[config.mk]
export PLATFORM = sky130hd
export DESIGN_NAME = addr_scan_array
export DESIGN_NICKNAME = d
export VERILOG_FILES = /design/src/rtl/ras_pkg.sv /design/src/rtl/ras_decoder.sv /design/src/rtl/ras_cell.sv /design/src/rtl/ras_wired_and.sv /design/src/rtl/addr_scan_array.sv
export SDC_FILE = /design/constraint.sdc
export NUM_CORES = 1
export LEC_CHECK = 0
export BUFFER_PORTS_ARGS = -buffer_cell sky130_fd_sc_hd__buf_4
export CORE_MARGIN = 2
export CORE_UTILIZATION = 50
export CTS_BUF_LIST = sky130_fd_sc_hd__clkbuf_2
export DETAILED_ROUTE_END_ITERATION = 6
export GPL_TIMING_DRIVEN = 0
export PLACE_DENSITY = 0.81
export SLEW_MARGIN = 20
export SYNTH_ARGS = -nofsm -noshare
export SYNTH_HDL_FRONTEND = slang
export SYNTH_SLANG_ARGS = --single-unit
[constraint.sdc]
create_clock -name clk -period 1.36 [get_ports clk]
set_input_delay 0.272 -clock clk [delete_from_list [all_inputs] [get_ports clk]]
set_output_delay 0.272 -clock clk [all_outputs]
set_load 0.05 [all_outputs]
[src/rtl/ras_pkg.sv]
package ras_pkg;

  // Address width for an array of n cells (at least one bit).
  function automatic int addr_bits(input int n);
    return (n < 2) ? 1 : $clog2(n);
  endfunction

  // True when the address names an existing cell.
  function automatic bit addr_in_range(input int unsigned a, input int unsigned n);
    return a < n;
  endfunction

  // Per-cell observe value: a cell not selected contributes a logical one.
  function automatic logic obs_value(input logic selected, input logic stored);
    return selected ? stored : 1'b1;
  endfunction

endpackage

[src/rtl/ras_decoder.sv]
module ras_decoder #(
  parameter int N  = 12,
  parameter int AW = ras_pkg::addr_bits(N)
) (
  input  logic [AW-1:0] addr,
  output logic [N-1:0]  sel
);

  // One comparator per cell; codes past N-1 match nothing.
  for (genvar i = 0; i < N; i++) begin : g_cmp
    assign sel[i] = (addr == AW'(i));
  end

endmodule

[src/rtl/ras_cell.sv]
module ras_cell (
  input  logic clk,
  input  logic rst_n,
  input  logic test_mode,
  input  logic scan_ck_en,
  input  logic sel,
  input  logic scan_in,
  input  logic d,
  output logic q,
  output logic obs
);

  logic scan_clk_hit;
  logic func_load;

  // Only the addressed cell receives the scan clock, and only in test mode.
  assign scan_clk_hit = test_mode & scan_ck_en & sel;
  assign func_load    = ~test_mode;

  always_ff @(posedge clk or negedge rst_n) begin
    if (!rst_n)            q <= 1'b0;
    else if (func_load)    q <= d;
    else if (scan_clk_hit) q <= scan_in;
  end

  assign obs = ras_pkg::obs_value(sel, q);

endmodule

[src/rtl/ras_wired_and.sv]
module ras_wired_and #(
  parameter int N = 12
) (
  input  logic [N-1:0] obs,
  output logic         y
);

  // Running AND chain models the shared open-drain observe line.
  logic [N:0] chain;
  assign chain[0] = 1'b1;
  for (genvar i = 0; i < N; i++) begin : g_and
    assign chain[i+1] = chain[i] & obs[i];
  end
  assign y = chain[N];

endmodule

[src/rtl/addr_scan_array.sv]
module addr_scan_array #(
  parameter int N = 12,
  localparam int AW = ras_pkg::addr_bits(N)
) (
  input  logic          clk,
  input  logic          rst_n,
  input  logic          test_mode,
  input  logic          scan_ck_en,
  input  logic [AW-1:0] scan_addr,
  input  logic          scan_in,
  output logic          scan_out,
  input  logic [N-1:0]  func_d,
  output logic [N-1:0]  func_q
);

  // Named internal events for the checker.
  logic [N-1:0] sel_vec;
  logic [N-1:0] obs_vec;

  ras_decoder #(.N(N), .AW(AW)) u_dec (
    .addr (scan_addr),
    .sel  (sel_vec)
  );

  for (genvar i = 0; i < N; i++) begin : g_cell
    ras_cell u_cell (
      .clk        (clk),
      .rst_n      (rst_n),
      .test_mode  (test_mode),
      .scan_ck_en (scan_ck_en),
      .sel        (sel_vec[i]),
      .scan_in    (scan_in),
      .d          (func_d[i]),
      .q          (func_q[i]),
      .obs        (obs_vec[i])
    );
  end

  ras_wired_and #(.N(N)) u_and (
    .obs (obs_vec),
    .y   (scan_out)
  );

endmodule

======== Yosys cells after proc, flatten, opt, wreduce, memory -nomap -nowiden ========
Cells that the tools add are included.
Widths: inputs -> output; s select.
operators by class
  equality and inequality tests ........... 23
  muxes and demuxes ....................... 36
  bitwise gates (word level) .............. 24
  reduce and logical (&&, ||, !) cells .... 1
operators by type and width
  cell                count
  $mux 1              36
  $and 1x1->1         24
  $ne 2x1->1 const B  12
  $eq 4x3->1 const B  4
  $eq 4x4->1 const B  4
  $eq 4x2->1 const B  2
  $eq 4x1->1 const B  1
  $logic_not 4->1     1
word-level totals
  bits in registers ....................... 12
  input bits .............................. 21
  output and inout bits ................... 13
  logic and storage cells ................. 96

======== Depth between registers and ports, before layout ========
  depth after elaboration ................. 13
  depth in mapped cells ................... 6
  depth with buffers taken out ............ 4

======== Cells and area by module ========
Synthesis repeated with hierarchy kept, for this count alone.
unflattened totals
  cell total of the unflattened synthesis .. 92
  area, all modules ....................... 897.1 µm²
by module, submodules not included
  module         times used  cells each  area an instance (µm²)  sequential area each (µm²)
  ras_cell       12          6           56.3                    25.0
  ras_decoder    1           16          192.7                   0.0
  ras_wired_and  1           4           28.8                    0.0

======== Worst setup path after synthesis ========
No wires, ideal clock.
  path type ............................... input to output
  start point ............................. input port scan_addr[0]
  end point ............................... output port scan_out
  arrival time ............................ 2.347 ns
  required time ........................... 1.088 ns
  slack ................................... -1.259 ns
  cell stages on the path ................. 6
  path buffers ............................ 2
  cell sequence ........................... buf_6 -> and2_4 -> buf_6 -> a21oi_2 -> nor3b_1 -> nor4_1
on the way
  cells in the longest elaborated chain, start to end .. 13
  elaborated cells on any way between the ends .. 35
ends and longest elaborated chain
  item                                                  RTL line               source
  from (decl)                                           addr_scan_array.sv:9   input logic [AW-1:0] scan_addr,
  $eq 4x1->1 / $logic_not 4->1 (equally long branches)  ras_decoder.sv:11      assign sel[i] = (addr == AW'(i));
  $mux 1                                                ras_pkg.sv:15          return selected ? stored : 1'b1;
  $and 1x1->1 (10 in series)                            ras_wired_and.sv:12    assign chain[i+1] = chain[i] & obs[i];
  $and 1x1->1 *                                         ras_wired_and.sv:12
  to (decl)                                             addr_scan_array.sv:11  output logic scan_out,
Mark *: on every way between the ends. The rest lies on a longest branch, timed or not.

======== Worst setup path in the final report ========
  start point ............................. register g_cell[10].u_cell.q
  end point ............................... output port scan_out
on the way
  cells in the longest elaborated chain, start to end .. 3
ends and longest elaborated chain
  item                       RTL line             source
  from (decl)                ras_cell.sv:9        output logic q,
  from (signal assigned)     ras_cell.sv:23       else if (scan_clk_hit) q <= scan_in;
  $mux 1                     ras_pkg.sv:15
  $and 1x1->1 (2 in series)  ras_wired_and.sv:12
Every way passes these cells.

==> impl_metrics.toml <==
[outcome]
status = "finished, violations left"
violations = "negative setup slack"

[yosys]
syn_area_per_cell_sq_um = 8.16
synth_mux_area_share_pct = 1.09
synth_fa_ha_area_share_pct = 0
synth_top_family_by_area = "compound AO/OA/AOI/OAI gates"
synth_fp_nets = 134
ys_seq_elements = 12
synth_seq_area_share_pct = 32.6
syn_inst = 113
synth-compound-area-share_pct = 23.5
yosysUniqueCellTypes = 28
yosysWarnings = 0
synth_xor_area_share_pct = 0
synth.cell_area_sq_um = 922
synth_simple_gate_area_share_pct = 21.3

[cells_and_area]
drive_gt1_share_pct = 45.0
fillCellCount = 134
largest_register_ffs = 12
reg_top3 = "g_cell.u_cell.q: 12 flops"
top_register = "g_cell.u_cell.q"
area_growth_pct = 44.2
finalCoreUtilization_pct = 77.0
diodes = 0
final_nets = 174
final_cells = 176

[floorplan]
ios = 34
core_area_sq_um = 1730
dieArea_sq_um = 2200
die_w_microns = 46.9
rows = 15
initial_utilization_pct = 53.4
die_y_microns = 46.9

[sta]
setup_viol = 1
finClkSkew_ns = 0
fmaxAchievable_mhz = 564
max_slew_margin_pct = 66.3
worst_slew_pin_slew_ns = 0.504
post-route-min-period_ns = 1.77
rsz0062_at_grt = "yes"
hold_viol_final = 0
report.final.slew_viol_count = 0
fin_crit_sh_pct = 130
setup_ws_ns = -0.412
finalSetupTns_ns = -0.412

[critical_path]
cp_cell_sequence = "inv_1, a31oi_1, nor3_2, nor4_4, buf_6"
crit_fanout = 3
cp_slowest_stage_delay_ns = 0.38
critPathLaunchType = "register"
arrival_ns = 1.50
end_kind = "primary output"
crit_type = "register to primary output"
required_ns = 1.09
cp_slowest_cell = "dfrtp_1"

[place]
gp_congestion = 0.829
pre_cts_ws_ns = -0.527
place_inst = 169
numPortBuffers = 31
post-dp-hpwl_mm = 1.83

[clock_network]
clk_latency_ns = 0.25
ctsHtreeMaxLevel = 1
cts_tree = "yes"
cts-root-buf = "clkbuf_2"
clkTransAtPathRegs_ns = 0.12
cts.path.max_buffers = 2
numCtsBuffers = 3
clock_sinks = 12

[drt]
drt_first_pass_iters = 4
drc = 0
wl_per_cell_microns = 14.5
via_per_inst = 5.45
drtAntennaViolNets = 0
vias = 960
drtIter0Drc = 29
wl_mm = 2.55

[grt]
grt_pass1_vias = 935
antenna_found_initial = 0
track_usage_pct = 25.8
grt_max_degree = 13
grt_first_pass_wirelength_mm = 4.02
overflow = 0

[min_path]
hp-class = "input port to register"

[power_and_ir_drop]
p_leak_uw = 0.000627
power_density_nw_per_um2 = 834
total_power_uw = 1110
vdd_drop_max_uv = 505

[job]
cap_violations = 0
stage by stage:
step	instance area [sq um]	hold WS, ns
after global placement	1210	0.115
final	1330	0.240
after CTS	1290	0.238
after global routing	1330	0.231
after floorplan	946	-0.0236
after detailed placement	1210	0.122
routing by layer:
layer / track usage, % / routed length [microns]
met4: 10.6 / 34
met2: 44.9 / 1330
met1: 31.2 / 1020
met5: 0 / 0
met3: 5.00 / 169
worst max-delay path, delay by kind of cell (launching register included):
kind / cells / cell delay, ns
AOI/OAI and AO/OA: 1 / 0.25
buffers and inverters: 2 / 0.25
DFF: 1 / 0.38
and+or+nand+nor: 2 / 0.36
placed cells by master, fill, tap and decap left out, types with 2 or more instances in the layout:
| cell type | netlist | final |
|---|---|---|
| nor3_1 | 4 | 3 |
| a32oi_1 | 13 | 12 |
| nor3b_1 | 4 | 3 |
| nor3b_2 | 1 | 2 |
| nor2_1 | 3 | 3 |
| clkbuf_2 | 1 | 4 |
| clkbuf_1 | 2 | 2 |
| inv_1 | 15 | 15 |
| and3b_1 | 2 | 2 |
| buf_6 | 2 | 4 |
| dfrtp_1 | 12 | 12 |
| a21oi_2 | 1 | 2 |
| buf_4 | 13 | 44 |
| nand2_1 | 12 | 12 |
| o21ai_0 | 13 | 12 |
| buf_8 | 0 | 2 |
cell type report:
type / instances / area [sq um] / share of cell area [%]
Sequential cell: 12 / 300 / 22.6
Clock buffer: 3 / 15.0 / 1.13
Inverter: 15 / 56.3 / 4.23
Buffer: 20 / 149 / 11.2
Tap cell: 25 / 31.3 / 2.35
Multi-Input combinational cell: 66 / 494 / 37.2
Timing Repair Buffer: 35 / 284 / 21.4
cell families after synthesis:
family,count (synthesis)
multiplexers,1
flip-flops,12
AO/OA/AOI/OAI,31
AND/OR/NAND/NOR,34
buffers and inverters,35
where the power goes:
part           total, uW  internal [uW]  switching (uW)
Combinational        514            226             289
Clock                174           60.2             114
Sequential           421            390            30.4
Total               1110            676             433
cell usage after synthesis:
| master | number | area share, % |
|---|---|---|
| nor3b_1 | 4 | 3.3 |
| nor3b_2 | 1 | 1.4 |
| clkbuf_1 | 2 | 0.81 |
| buf_4 | 13 | 11 |
| o21ai_0 | 13 | 7.1 |
| a32oi_1 | 13 | 12 |
| nor2b_2 | 1 | 0.95 |
| and2b_4 | 1 | 1.1 |
| a21oi_2 | 1 | 0.95 |
| clkbuf_2 | 1 | 0.54 |
| nand4b_1 | 1 | 0.95 |
| nor3_1 | 4 | 2.2 |
| inv_1 | 15 | 6.1 |
| nand2b_1 | 2 | 1.4 |
| nand2_1 | 12 | 4.9 |
| and2_4 | 1 | 0.95 |
| nor2_1 | 3 | 1.2 |
| buf_2 | 2 | 1.1 |
| o22a_1 | 1 | 0.95 |
| and3b_1 | 2 | 1.9 |
| nand3_1 | 1 | 0.54 |
| buf_6 | 2 | 2.4 |
| mux2i_1 | 1 | 1.1 |
| dfrtp_1 | 12 | 33 |
| a21oi_1 | 1 | 0.54 |
| nor4_1 | 1 | 0.68 |
| o32ai_1 | 1 | 0.95 |
| a31oi_1 | 1 | 0.68 |
worst paths after layout:
kind | startpoint | end | slack, ns | depth (start not counted)
max | g_cell[10].u_cell.q | scan_out | -0.41 | 5
min | func_d[2] | g_cell[2].u_cell.q | 0.24 | 3
max reg2reg | g_cell[0].u_cell.q | g_cell[0].u_cell.q | 0.43 | 3
min reg2reg | g_cell[11].u_cell.q | g_cell[11].u_cell.q | 0.58 | 2
max in group asynchronous | rst_n | g_cell[8].u_cell.q | 0.81 | 2
min in group asynchronous | rst_n | g_cell[2].u_cell.q | 0.39 | 2
what timing repair did:
item | 4_1_cts | 5_1_grt
setup endpoints to repair | 1 | 2
buffers inserted | 1 | 2
resized for setup | 9 | 7
hold endpoints to repair | 12 | 0
pin swaps | 3 | 2
hold buffers | 1 | 0
No activity file was read; power rests on OpenSTA's default activity.
